$ cat src/rtl/bwa_pkg.sv
package bwa_pkg;
    localparam int LANES = 4;
    localparam int BUS_W = 8 * LANES;

    typedef enum logic [1:0] {
        ST_IDLE = 2'd0,
        ST_ACT  = 2'd1,
        ST_GAP  = 2'd2,
        ST_DONE = 2'd3
    } bwa_state_e;

    typedef struct packed {
        bwa_state_e        st;
        logic [1:0]        beat;
        logic              err;
        logic [BUS_W-1:0]  acc;
    } bwa_ctl_s;

    function automatic logic [2:0] width_bytes(input logic [1:0] code);
        case (code)
            2'd0:    width_bytes = 3'd1;
            2'd1:    width_bytes = 3'd2;
            default: width_bytes = 3'd4;
        endcase
    endfunction
endpackage

$ cat src/rtl/bwa_lane_map.sv
module bwa_lane_map
    import bwa_pkg::*;
#(
    parameter int AW = 32
) (
    input  logic [1:0]       size_i,
    input  logic [1:0]       dwid_i,
    input  logic [AW-1:0]    addr_i,
    input  logic [1:0]       beat_i,
    input  logic [BUS_W-1:0] wdata_i,
    output logic             illegal_o,
    output logic             last_o,
    output logic [AW-1:0]    beat_addr_o,
    output logic [2:0]       lane_lo_o,
    output logic [2:0]       bw_o,
    output logic [LANES-1:0] lane_mask_o,
    output logic [BUS_W-1:0] lane_wdata_o
);
    logic [2:0]       acc_b;
    logic [2:0]       dev_b;
    logic [2:0]       offs;
    logic [3:0]       base_b;
    logic [3:0]       sent_b;
    logic [3:0]       rem_b;
    logic [LANES-1:0] mask0;
    logic [BUS_W-1:0] bw_bits;
    logic [BUS_W-1:0] chunk;

    always_comb begin
        acc_b       = width_bytes(size_i);
        dev_b       = width_bytes(dwid_i);
        illegal_o   = (size_i == 2'd3) || (dwid_i == 2'd3)
                   || ((addr_i[1:0] & (acc_b[1:0] - 2'd1)) != 2'd0);
        // bytes moved per external cycle
        bw_o        = (acc_b < dev_b) ? acc_b : dev_b;
        base_b      = {2'b00, beat_i} * {1'b0, bw_o};
        sent_b      = base_b + {1'b0, bw_o};
        last_o      = (sent_b == {1'b0, acc_b});
        beat_addr_o = addr_i + AW'(base_b);
        // big-endian: lowest address sits on the highest lane of the device
        offs        = {1'b0, beat_addr_o[1:0] & (dev_b[1:0] - 2'd1)};
        lane_lo_o   = dev_b - offs - bw_o;
        rem_b       = {1'b0, acc_b} - sent_b;
        case (bw_o)
            3'd1:    begin mask0 = 4'b0001; bw_bits = 32'h0000_00FF; end
            3'd2:    begin mask0 = 4'b0011; bw_bits = 32'h0000_FFFF; end
            default: begin mask0 = 4'b1111; bw_bits = 32'hFFFF_FFFF; end
        endcase
        chunk        = (wdata_i >> {rem_b, 3'b000}) & bw_bits;
        lane_mask_o  = mask0 << lane_lo_o;
        lane_wdata_o = chunk << {lane_lo_o, 3'b000};
    end
endmodule

$ cat src/rtl/bwa_rd_pack.sv
module bwa_rd_pack
    import bwa_pkg::*;
(
    input  logic [BUS_W-1:0] acc_i,
    input  logic [BUS_W-1:0] ext_rdata_i,
    input  logic [LANES-1:0] lane_mask_i,
    input  logic [2:0]       lane_lo_i,
    input  logic [2:0]       bw_i,
    output logic [BUS_W-1:0] acc_o
);
    logic [BUS_W-1:0] byte_en;
    logic [BUS_W-1:0] chunk;

    for (genvar g = 0; g < LANES; g++) begin : g_lane
        assign byte_en[8*g +: 8] = {8{lane_mask_i[g]}};
    end

    always_comb begin
        chunk = (ext_rdata_i & byte_en) >> {lane_lo_i, 3'b000};
        if (bw_i >= 3'd4) acc_o = chunk;
        else              acc_o = (acc_i << {bw_i[1:0], 3'b000}) | chunk;
    end
endmodule

$ cat src/rtl/bus_width_adapter.sv
module bus_width_adapter
    import bwa_pkg::*;
#(
    parameter int AW = 32
) (
    input  logic             clk,
    input  logic             rst_n,
    input  logic             req_valid,
    input  logic             req_write,
    input  logic [1:0]       req_size,
    input  logic [AW-1:0]    req_addr,
    input  logic [BUS_W-1:0] req_wdata,
    input  logic [1:0]       dev_width,
    input  logic [BUS_W-1:0] ext_rdata,
    output logic             done,
    output logic             err,
    output logic [BUS_W-1:0] rdata,
    output logic [AW-1:0]    ext_addr,
    output logic [BUS_W-1:0] ext_wdata,
    output logic [LANES-1:0] ext_we_n,
    output logic             ext_rd_n
);
    bwa_ctl_s         s_q, s_d;
    logic             illegal, last;
    logic [AW-1:0]    beat_addr;
    logic [2:0]       lane_lo, bw;
    logic [LANES-1:0] lane_mask;
    logic [BUS_W-1:0] lane_wdata, acc_next;
    logic             active;

    bwa_lane_map #(.AW(AW)) u_map (
        .size_i(req_size), .dwid_i(dev_width), .addr_i(req_addr),
        .beat_i(s_q.beat), .wdata_i(req_wdata),
        .illegal_o(illegal), .last_o(last), .beat_addr_o(beat_addr),
        .lane_lo_o(lane_lo), .bw_o(bw), .lane_mask_o(lane_mask),
        .lane_wdata_o(lane_wdata)
    );

    bwa_rd_pack u_pack (
        .acc_i(s_q.acc), .ext_rdata_i(ext_rdata), .lane_mask_i(lane_mask),
        .lane_lo_i(lane_lo), .bw_i(bw), .acc_o(acc_next)
    );

    always_comb begin
        s_d = s_q;
        case (s_q.st)
            ST_IDLE: if (req_valid) begin
                s_d.beat = 2'd0;
                s_d.acc  = '0;
                s_d.err  = illegal;
                s_d.st   = illegal ? ST_DONE : ST_ACT;
            end
            ST_ACT: begin
                if (!req_write) s_d.acc = acc_next;
                if (last) begin
                    s_d.st = ST_DONE;
                end else begin
                    s_d.st   = ST_GAP;
                    s_d.beat = s_q.beat + 2'd1;
                end
            end
            ST_GAP:  s_d.st = ST_ACT;
            default: begin
                s_d.st  = ST_IDLE;
                s_d.err = 1'b0;
            end
        endcase
    end

    always_ff @(posedge clk or negedge rst_n) begin
        if (!rst_n) s_q <= '{st: ST_IDLE, beat: 2'd0, err: 1'b0, acc: '0};
        else        s_q <= s_d;
    end

    always_comb begin
        active    = (s_q.st == ST_ACT);
        ext_addr  = active ? beat_addr : '0;
        ext_we_n  = (active && req_write) ? ~lane_mask : '1;
        ext_wdata = (active && req_write) ? lane_wdata : '0;
        ext_rd_n  = !(active && !req_write);
        done      = (s_q.st == ST_DONE);
        err       = done && s_q.err;
        rdata     = s_q.acc;
    end

    // a strobe cycle is always followed by a clock with every strobe high
    p_gap_after_cycle_r7: assert property (@(posedge clk) disable iff (!rst_n)
        (!ext_rd_n || ext_we_n != 4'hF) |=> (ext_rd_n && ext_we_n == 4'hF));

    // read and write strobes never low together
    p_rw_exclusive_r7: assert property (@(posedge clk) disable iff (!rst_n)
        !(!ext_rd_n && ext_we_n != 4'hF));

    // done lasts exactly one clock
    p_done_single_r6: assert property (@(posedge clk) disable iff (!rst_n)
        done |=> !done);

    // a good completion comes right after an external cycle
    p_done_after_cycle_r6: assert property (@(posedge clk) disable iff (!rst_n)
        (done && !err) |-> $past(!ext_rd_n || ext_we_n != 4'hF));

    // a rejected request issued no external cycle
    p_err_no_cycle_r8: assert property (@(posedge clk) disable iff (!rst_n)
        err |-> ($past(ext_rd_n) && $past(ext_we_n) == 4'hF));

    // a byte write on any device enables exactly one lane
    p_byte_one_lane_r1: assert property (@(posedge clk) disable iff (!rst_n)
        (!ext_we_n[0] || !ext_we_n[1] || !ext_we_n[2] || !ext_we_n[3]) && req_size == 2'd0
        |-> $countones(~ext_we_n) == 1);
endmodule

$ cat config.mk
export PLATFORM = sky130hd
export DESIGN_NAME = bus_width_adapter
export DESIGN_NICKNAME = d
export VERILOG_FILES = /design/src/rtl/bwa_pkg.sv /design/src/rtl/bwa_lane_map.sv /design/src/rtl/bwa_rd_pack.sv /design/src/rtl/bus_width_adapter.sv
export SDC_FILE = /design/constraint.sdc
export NUM_CORES = 1
export LEC_CHECK = 0
export BUFFER_PORTS_ARGS = -buffer_cell sky130_fd_sc_hd__buf_2
export CORE_MARGIN = 5
export CORE_UTILIZATION = 55
export CTS_CLUSTER_DIAMETER = 50
export DETAILED_ROUTE_END_ITERATION = 7
export GPL_ROUTABILITY_DRIVEN = 0
export PLACE_DENSITY = 0.87
export SYNTH_ARGS = -nofsm -noshare
export SYNTH_HDL_FRONTEND = slang
export SYNTH_HIERARCHICAL = 1
export SYNTH_SLANG_ARGS = --single-unit
$ cat constraint.sdc
create_clock -name clk -period 9.1 [get_ports clk]
set_input_delay 0.91 -clock clk [delete_from_list [all_inputs] [get_ports clk]]
set_output_delay 0.91 -clock clk [all_outputs]
set_load 0.01 [all_outputs]
==> flow_summary.ini, run 1 <==
[timing]
tns_ps = 0
skew_ps = 2.462
slew_violations = 0
finalCritPeriodShare_pct = 85.95
fin_crit_ps = 7821
tightest_slew_ps = 1144
fmax_mhz = 127.9
maxSlewHeadroom_pct = 23.71
whs_ps = 537.9
rsz0062_at_grt = false
setup_viol = 0
finalHoldViolCount = 0

[pwr]
clkPwrFrac_pct = 10.1
cellLeakagePower_nw = 3.274
swShare_pct = 53.06
powerDensity_mw_per_mm2 = 249.8
ir_worst_vdd_mv = 0.1077
seqPwrFrac_pct = 16.5
p_switching_mw = 0.8884
p_comb_share_pct = 73.4
p_int_mw = 0.7858

[clock_network]
clk_latency_ps = 290
cts-root-buf = clkbuf_8
cts_setup_buffers = 0
path_clk_slew_ps = 80
cts.path.max_buffers = 2
ctsResizeCount = 0
cts.sinks = 37
cts_max_level = 2
ctsHoldBuffers = 0
cts_tree = built
cts_buffers = 5

[yosys]
ys_warn_count = 6
synthFlopType = dfrtp_1
synthArstFlopShare_pct = 100.0
yosys.area.top_type_share_pct = 15.86
ys_top_cells_by_count = nand2_1 (54), and3_1 (44), nor2_1 (44), mux2i_1 (43), and2_1 (38)
synth_cells = 744
yosysSeqAreaShare_pct = 15.86
synthDistinctLibCells = 70
yosys-top-cells-area = dfrtp_1 (16%), mux2i_1 (7.4%), a22o_1 (5.1%), and3_1 (4.7%), ha_1 (4.5%)
synth.most_common_cell = nand2_1
synth.largest_area_cell = dfrtp_1
avgSynthCellArea_um2 = 7.849
synth-edff-count = 0
synth_seq_cells = 37
netlist_area_mm2 = 0.005839
syn_nets = 873

[die]
die_w_um = 113.0
initial_core_util_pct = 56.56
die_y_um = 113.0
pin_count = 207
row_count = 37
fp.coreArea_mm2 = 0.01032
fp.dieArea_mm2 = 0.01278

[layout]
syn2layout_area_growth_pct = 14.78
layout-drive-gt1-share_pct = 28.96
nFillCells = 875
nets = 1005
final_area_mm2 = 0.006703
n_antenna_cell = 0

[place]
place_area_mm2 = 0.006569
dpl.hpwl_mm = 13.40
io_buffer_count = 206

[routing]
viasPerCell = 6.312
drt-pass1-iter-count = 8
drt_iter0_markers = 735
ant_nets = 0
drc = 0
vias = 6394
drt_wl_total_mm = 18.39
wl_per_cell_um = 18.16

[outcome]
status = finished clean

[global_routing]
grt_pass1_wl_mm = 28.92
track_usage_pct = 26.61
grt_pass1_vias = 5940
antenna_found_initial = 0
grt_max_degree = 76
gr-total-overflow = 0

[setup_path]
critPathTopFamily = adder cells
crit_buf_inv = 7
slowest_stage = nor2_1
critPathArrivalTime_ps = 6910
required_ps = 8190
slowest_delay_ps = 510
setup.worst_path.class = in2out
critPathLaunchType = primary input
cp-end-kind = output port
worstPathMaxFanout = 32

[run]
drv_cap = 0

[worst_hold_path]
hold_class = reg2reg
-- worst register-to-register path: cells and delay by family (launching register included) --
family                     cells  cell delay, ps
AOI/OAI and AO/OA              4            1060
xor gates and xnor gates       2             440
adders and majority gates      4            1530
buffers and inverters          2             410
DFF                            1             480
and+or+nand+nor                4            1390
-- power by group through the flow --
stage | combinational [mW] | sequential [mW] | clock (mW)
after floorplan | 0.974 | 0.256 | 0
after global placement | 1.18 | 0.273 | 0
after detailed placement | 1.19 | 0.274 | 0
after CTS | 1.20 | 0.273 | 0.171
after global routing | 1.33 | 0.284 | 0.178
final | 1.23 | 0.275 | 0.170
-- flip-flops by register name, indices dropped and copies added, names as in the netlist --
name,flops
rdata,32
s_q,5
-- cells in the final DEF, fill, tap and decap left out, types with 3 or more instances in the layout --
cell,synthesis,layout
clkbuf_8,0,5
or2_2,4,4
nand2b_1,6,6
nor3b_1,7,7
o32ai_1,10,10
xor2_1,18,18
a2bb2oi_1,8,8
nor2b_1,16,16
nor4b_1,3,3
a21oi_1,15,15
and2_1,38,38
nor4_1,4,4
o21ai_0,29,29
o22a_1,9,9
nor3_2,3,3
buf_4,33,7
and3_1,44,44
a22oi_1,5,5
dfrtp_1,37,37
nand4_1,3,3
mux2i_1,43,43
a21o_1,3,3
xnor2_1,17,17
nor3_1,13,13
nand2_1,54,54
ha_1,21,20
a211oi_1,33,32
fa_1,4,4
nand3_1,19,19
a22o_1,34,34
a31oi_1,9,9
nor2_1,44,44
a222oi_1,7,7
inv_1,22,22
mux2_2,8,8
o21a_1,10,10
o22ai_1,20,20
buf_2,20,206
-- per-stage QoR --
step | power [mW] | setup WS [ps] | cells | util (%)
after floorplan | 1.229 | 2507 | 744 | -
after global placement | 1.454 | 1579 | 1005 | 63.63
after detailed placement | 1.466 | 1392 | 1005 | 63.63
after CTS | 1.647 | 1362 | 1013 | 64.93
after global routing | 1.791 | 932.7 | 1013 | 64.93
final | 1.674 | 1279 | 1013 | 64.93
-- logic make-up (layout without fill, tap and decap cells) --
kind of cell    count (synthesis)  in the layout  share of synthesized area [%]
compound gates                211            211                          27.38
xor+xnor                       37             37                          5.807
fa+ha+maj                      25             25                          5.871
buf+inv                       111            244                          10.59
flops                          37             37                          15.86
mux                            51             51                          8.914
simple gates                  272            272                          25.58
-- per-layer routing --
metal | track usage (%) | share of wire (%)
met4 | 9.054 | 3.3
met1 | 34.04 | 38
met3 | 6.150 | 12
met2 | 44.19 | 46
met5 | 0 | 0
-- final cells by class --
type	instances	area, um^2	share of cell area [%]
clock inverter	3	65.06	0.9707
sequential	37	925.9	13.81
clock buffer	5	68.82	1.027
inverter	23	86.33	1.288
multi-input combinational	596	4303	64.20
tap	136	170.2	2.539
timing repair buffer	213	1084	16.17
-- final timing paths --
path,start,end,slack [ps],depth (start not counted)
hold / removal,s_q[32],s_q[32],540,1
min in group asynchronous,rst_n,rdata[11],710,1
setup / recovery,dev_width[1],ext_wdata[7],1280,25
hold reg to reg,s_q[32],s_q[32],540,1
max in group asynchronous,rst_n,rdata[21],7880,1
setup reg to reg,s_q[33],rdata[8],3750,16
No activity file was read; power rests on OpenSTA's default activity.
==> run 2, diff against run 1 <==
- CORE_UTILIZATION: 55 -> 25
- PLACE_DENSITY: 0.87 -> not set
==> run 2 against run 1 <==
Net effect: fmax rose by 1.7%; clock-buffer cell count grew 2; hold slack got worse by 10 ps; via count fell by 2.8%; sequential share of layout area is 0.53 points lower; critical path depth shrank 1; global-route usage shrank 11 points; clock power hardly changed; largest power group unchanged; highest routed layer is now met5.
==> flow_summary.ini, run 2 (synthesized netlist as in run 1, its figures left out) <==
[timing]
rsz0062_at_grt = false
maxSlewHeadroom_pct = 18.94
skew_ps = 3.796
finalCritPeriodShare_pct = 84.49
tns_ps = 0
tightest_slew_ps = 1216
fin_crit_ps = 7689
fmax_mhz = 130.1
slew_violations = 0
finalHoldViolCount = 0
setup_viol = 0

[die]
pin_count = 207
fp.coreArea_mm2 = 0.02326
row_count = 56
initial_core_util_pct = 25.10
die_w_um = 162.8
die_y_um = 162.8
fp.dieArea_mm2 = 0.02651

[layout]
syn2layout_area_growth_pct = 19.37
largest_reg_flops = 32
nFillCells = 2584
nets = 1009
final_common_cell = buf_2
final_cell_mix = buf_2 (206), nand2_1 (54), and3_1 (44), nor2_1 (44), mux2i_1 (43)
n_antenna_cell = 0
layout-drive-gt1-share_pct = 29.09

[worst_hold_path]
hold_class = reg2reg
hold_end = rdata[30]
hold_depth = 1
min_from = rdata[30]

[setup_path]
critPathLaunchType = primary input
setup.worst_path.class = in2out
rrSetupSlack_ps = 3620
cp-end-kind = output port
r2r_start = s_q[33]
worstPathMaxFanout = 17
required_ps = 8190
reg2reg_to = rdata[8]
critPathArrivalTime_ps = 6780
reg2reg_depth = 16

[clock_network]
cts-root-buf = clkbuf_16
cts_max_level = 2
path_clk_slew_ps = 50
clk_latency_ps = 280
ctsResizeCount = 0
cts.sinks = 37
cts.path.max_buffers = 2
ctsHoldBuffers = 0
cts_setup_buffers = 0
cts_buffers = 5
cts_tree = built

[pwr]
ir_worst_vdd_mv = 0.09015
cellLeakagePower_nw = 3.296
power.total_mw = 1.711
powerDensity_mw_per_mm2 = 245.5

[routing]
drt-pass1-iter-count = 5
ant_nets = 0
drt_wl_total_mm = 21.54
drt_iter0_markers = 535
drc = 0
vias = 6214
wl_per_cell_um = 17.97
viasPerCell = 5.183

[global_routing]
antenna_found_initial = 1
gr-total-overflow = 0
track_usage_pct = 15.30
grt_pass1_wl_mm = 33.44
grt_max_degree = 76
grt_pass1_vias = 6099

[outcome]
status = finished clean

[run]
drv_cap = 0

[place]
io_buffer_count = 206
dpl.hpwl_mm = 16.18
## run 2: cell types whose count changed in the layout (fill, tap and decap cells not counted)
| cell | previous run | this run |
|---|---|---|
| buf_4 | 7 | 11 |
| clkbuf_16 | 0 | 5 |
| clkbuf_1 | 0 | 1 |
| clkbuf_8 | 5 | 1 |
| bufinv_16 | 2 | 0 |
| clkinv_2 | 1 | 0 |
## run 2: critical path, stage by stage
cell and delay [ps]:
buf_2 120, nor2_1 260, inv_1 110, ha_1 240
inv_1 60, ha_1 250, nor2b_1 140, o21ai_1 220
nand2_1 170, and2_1 190, ha_1 370, fa_1 490
nor2b_1 150, ha_1 260, inv_1 50, fa_1 430
xnor2_1 170, xnor2_2 290, inv_1 400, nor2_1 530
o21ai_4 280, nor4b_1 330, and3_1 210, buf_2 130
## run 2: stage by stage
step	worst slack (ps)	std cells	utilization (%)	area [um^2]	hold slack, ps
2_1_floorplan	2507	744	-	5839	487.8
3_3_place_gp	1630	1192	29.35	6828	518.1
3_5_place_dp	1455	1192	29.35	6828	517.0
4_1_cts	1445	1199	29.96	6970	532.8
5_1_grt	975.8	1199	29.96	6970	554.6
6_report	1411	1199	29.96	6970	527.4
## run 2: routing by layer
layer	vias to the layer above	part of all wire [%]	track usage (%)	wire length, um
li1	2983	-	-	-
met1	2882	43	20.70	9360
met2	308	46	24.85	9916
met3	39	8.7	3.746	1879
met4	2	1.7	3.164	371
met5	-	0.060	0	13
## run 2: final cells by class
| type | count | area (um^2) | share of cell area (%) |
|---|---|---|---|
| multi-input combinational | 596 | 4303 | 61.73 |
| sequential | 37 | 925.9 | 13.28 |
| clock buffer | 7 | 142.6 | 2.046 |
| tap | 319 | 399.1 | 5.726 |
| inverter | 23 | 86.33 | 1.239 |
| timing repair buffer | 217 | 1114 | 15.98 |
## run 2: where the power goes
group	leakage, nW	internal (mW)	total [mW]	switching, mW
Sequential	0.507	0.213	0.276	0.0630
Clock	0.0700	0.107	0.170	0.0627
Combinational	2.72	0.470	1.27	0.795
Total	3.30	0.791	1.71	0.920
## run 2: how the worst max path moves through the flow
| stage | start | endpoint | slack [ps] | depth (start not counted) |
|---|---|---|---|---|
| floorplan | dev_width[0] | ext_wdata[0] | 2510 | 23 |
| global placement | dev_width[1] | ext_wdata[7] | 1630 | 24 |
| detailed placement | dev_width[1] | ext_wdata[5] | 1450 | 24 |
| CTS | dev_width[1] | ext_wdata[5] | 1440 | 24 |
| global route | dev_width[1] | ext_wdata[5] | 980 | 24 |
| finish | dev_width[1] | ext_wdata[5] | 1410 | 24 |
==> run 3, diff against run 2 <==
- clock period: 9.1 -> 6.65 ns (I/O delays scaled with it)
==> run 3 against run 2 <==
Net effect: sequential power increased by 36%; worst setup slack got worse by 1100 ps; cell count increased by 0.92%; largest cell class unchanged; routed wire length increased by 1.3%; largest power group unchanged.
==> flow_summary.ini, run 3 (synthesized netlist as in run 1, its figures left out) <==
[layout]
largest_reg_flops = 32
final_cell_mix = buf_2 (206), nand2_1 (54), nor2_1 (44)
nFillCells = 2588
syn2layout_area_growth_pct = 21.56
layout-drive-gt1-share_pct = 30.53
multi_input_area_mm2 = 0.004322
nets = 1019
final_common_cell = buf_2
finalNonFillerCells = 1210
n_antenna_cell = 0
seqCellArea_um2 = 925.9

[die]
row_count = 56
pin_count = 207
initial_core_util_pct = 25.10
die_y_um = 162.8
fp.dieArea_mm2 = 0.02651
fp.coreArea_mm2 = 0.02326
die_w_um = 162.8

[global_routing]
grt_pass1_wl_mm = 33.73
gr-total-overflow = 0
antenna_found_initial = 2
grt_max_degree = 76
grt_pass1_vias = 6194
track_usage_pct = 15.39

[routing]
drc = 0
drt_iter0_markers = 492
drt_wl_total_mm = 21.82
vias = 6364
wl_per_cell_um = 18.03
viasPerCell = 5.260
drt-pass1-iter-count = 5
ant_nets = 0

[clock_network]
ctsHoldBuffers = 0
clk_latency_ps = 290
path_clk_slew_ps = 60
cts_buffers = 5
cts.path.max_buffers = 2
cts-root-buf = clkbuf_16
cts_max_level = 2
cts.sinks = 37
cts_tree = built

[timing]
finalCritPeriodShare_pct = 94.84
skew_ps = 9.715
maxSlewHeadroom_pct = 19.91
tns_ps = 0
setup_viol = 0
fmax_mhz = 158.6
slew_violations = 0
tightest_slew_ps = 1201
rsz0062_at_grt = false
fin_crit_ps = 6307
finalHoldViolCount = 0

[setup_path]
reg2reg_depth = 17
setup.worst_path.class = in2out
r2r_start = s_q[33]
critPathLaunchType = primary input
cp-end-kind = output port
critPathArrivalTime_ps = 5640
required_ps = 5980
worstPathMaxFanout = 17
rrSetupSlack_ps = 1870
reg2reg_to = rdata[14]

[outcome]
status = finished clean

[place]
io_buffer_count = 206
dp_cells = 1200
dpl.hpwl_mm = 16.48

[pwr]
powerDensity_mw_per_mm2 = 342.7
cellLeakagePower_nw = 3.358
ir_worst_vdd_mv = 0.1299

[run]
drv_cap = 0

[worst_hold_path]
hold_class = in2async
run 3: repair_timing:
action,in CTS,in global routing
gates resized for setup,0,5
endpoints found under the setup margin,0,28
setup buffers,0,2
endpoints found under the hold margin,0,0
run 3: cell type report:
type / instances / share of cell area, %
Sequential cell: 37 / 13.04
Tap cell: 319 / 5.623
Inverter: 23 / 1.216
Multi-Input combinational cell: 596 / 60.88
Timing Repair Buffer: 227 / 16.75
Clock buffer: 6 / 1.957
Clock inverter: 2 / 0.5288
run 3: layer usage:
metal	GRT usage (%)	part of all wire [%]	up-vias
met5	0	0.096	-
met4	3.660	2.1	4
met1	20.43	44	3031
met3	3.493	7.7	48
li1	-	-	3018
met2	25.45	46	263
run 3: how the worst max path moves through the flow:
stage / slack (ps) / start / cells after the start / end
2_1_floorplan: 550 / dev_width[0] / 23 / ext_wdata[0]
3_3_place_gp: 390 / dev_width[1] / 23 / ext_wdata[30]
3_5_place_dp: 180 / dev_width[1] / 23 / ext_wdata[5]
4_1_cts: 170 / dev_width[1] / 23 / ext_wdata[5]
5_1_grt: 40 / dev_width[1] / 25 / ext_wdata[5]
6_report: 340 / dev_width[1] / 23 / ext_wdata[5]
run 3: metrics by stage:
stage	hold slack (ps)	area [um^2]	setup WS [ps]	power (mW)	util (%)
floorplan	369.4	5839	547.0	1.682	-
global placement	512.6	6888	389.6	2.106	29.61
detailed placement	517.6	6888	181.7	2.108	29.61
CTS	528.2	7064	171.7	2.408	30.37
global route	555.4	7098	39.89	2.619	30.51
finish	488.1	7098	343.0	2.433	30.51
run 3: where the power goes:
part / leakage, nW / internal, mW / switching [mW]
Sequential: 0.507 / 0.291 / 0.0848
Combinational: 2.77 / 0.678 / 1.09
Clock: 0.0831 / 0.187 / 0.101
run 3: critical path, stage by stage:
cell and delay (ps):
buf_2 130, nor2_1 130, inv_1 70, ha_1 230
inv_1 60, ha_1 250, nor2b_1 140, o21ai_1 210
nand2_1 120, and2_1 170, ha_1 210, fa_1 480
ha_1 340, xnor2_1 140, ha_1 340, nor3b_1 180
a311oi_2 270, xor2_1 300, and3_4 320, o21ai_4 180
nor4b_1 330, and3_1 200, buf_2 140
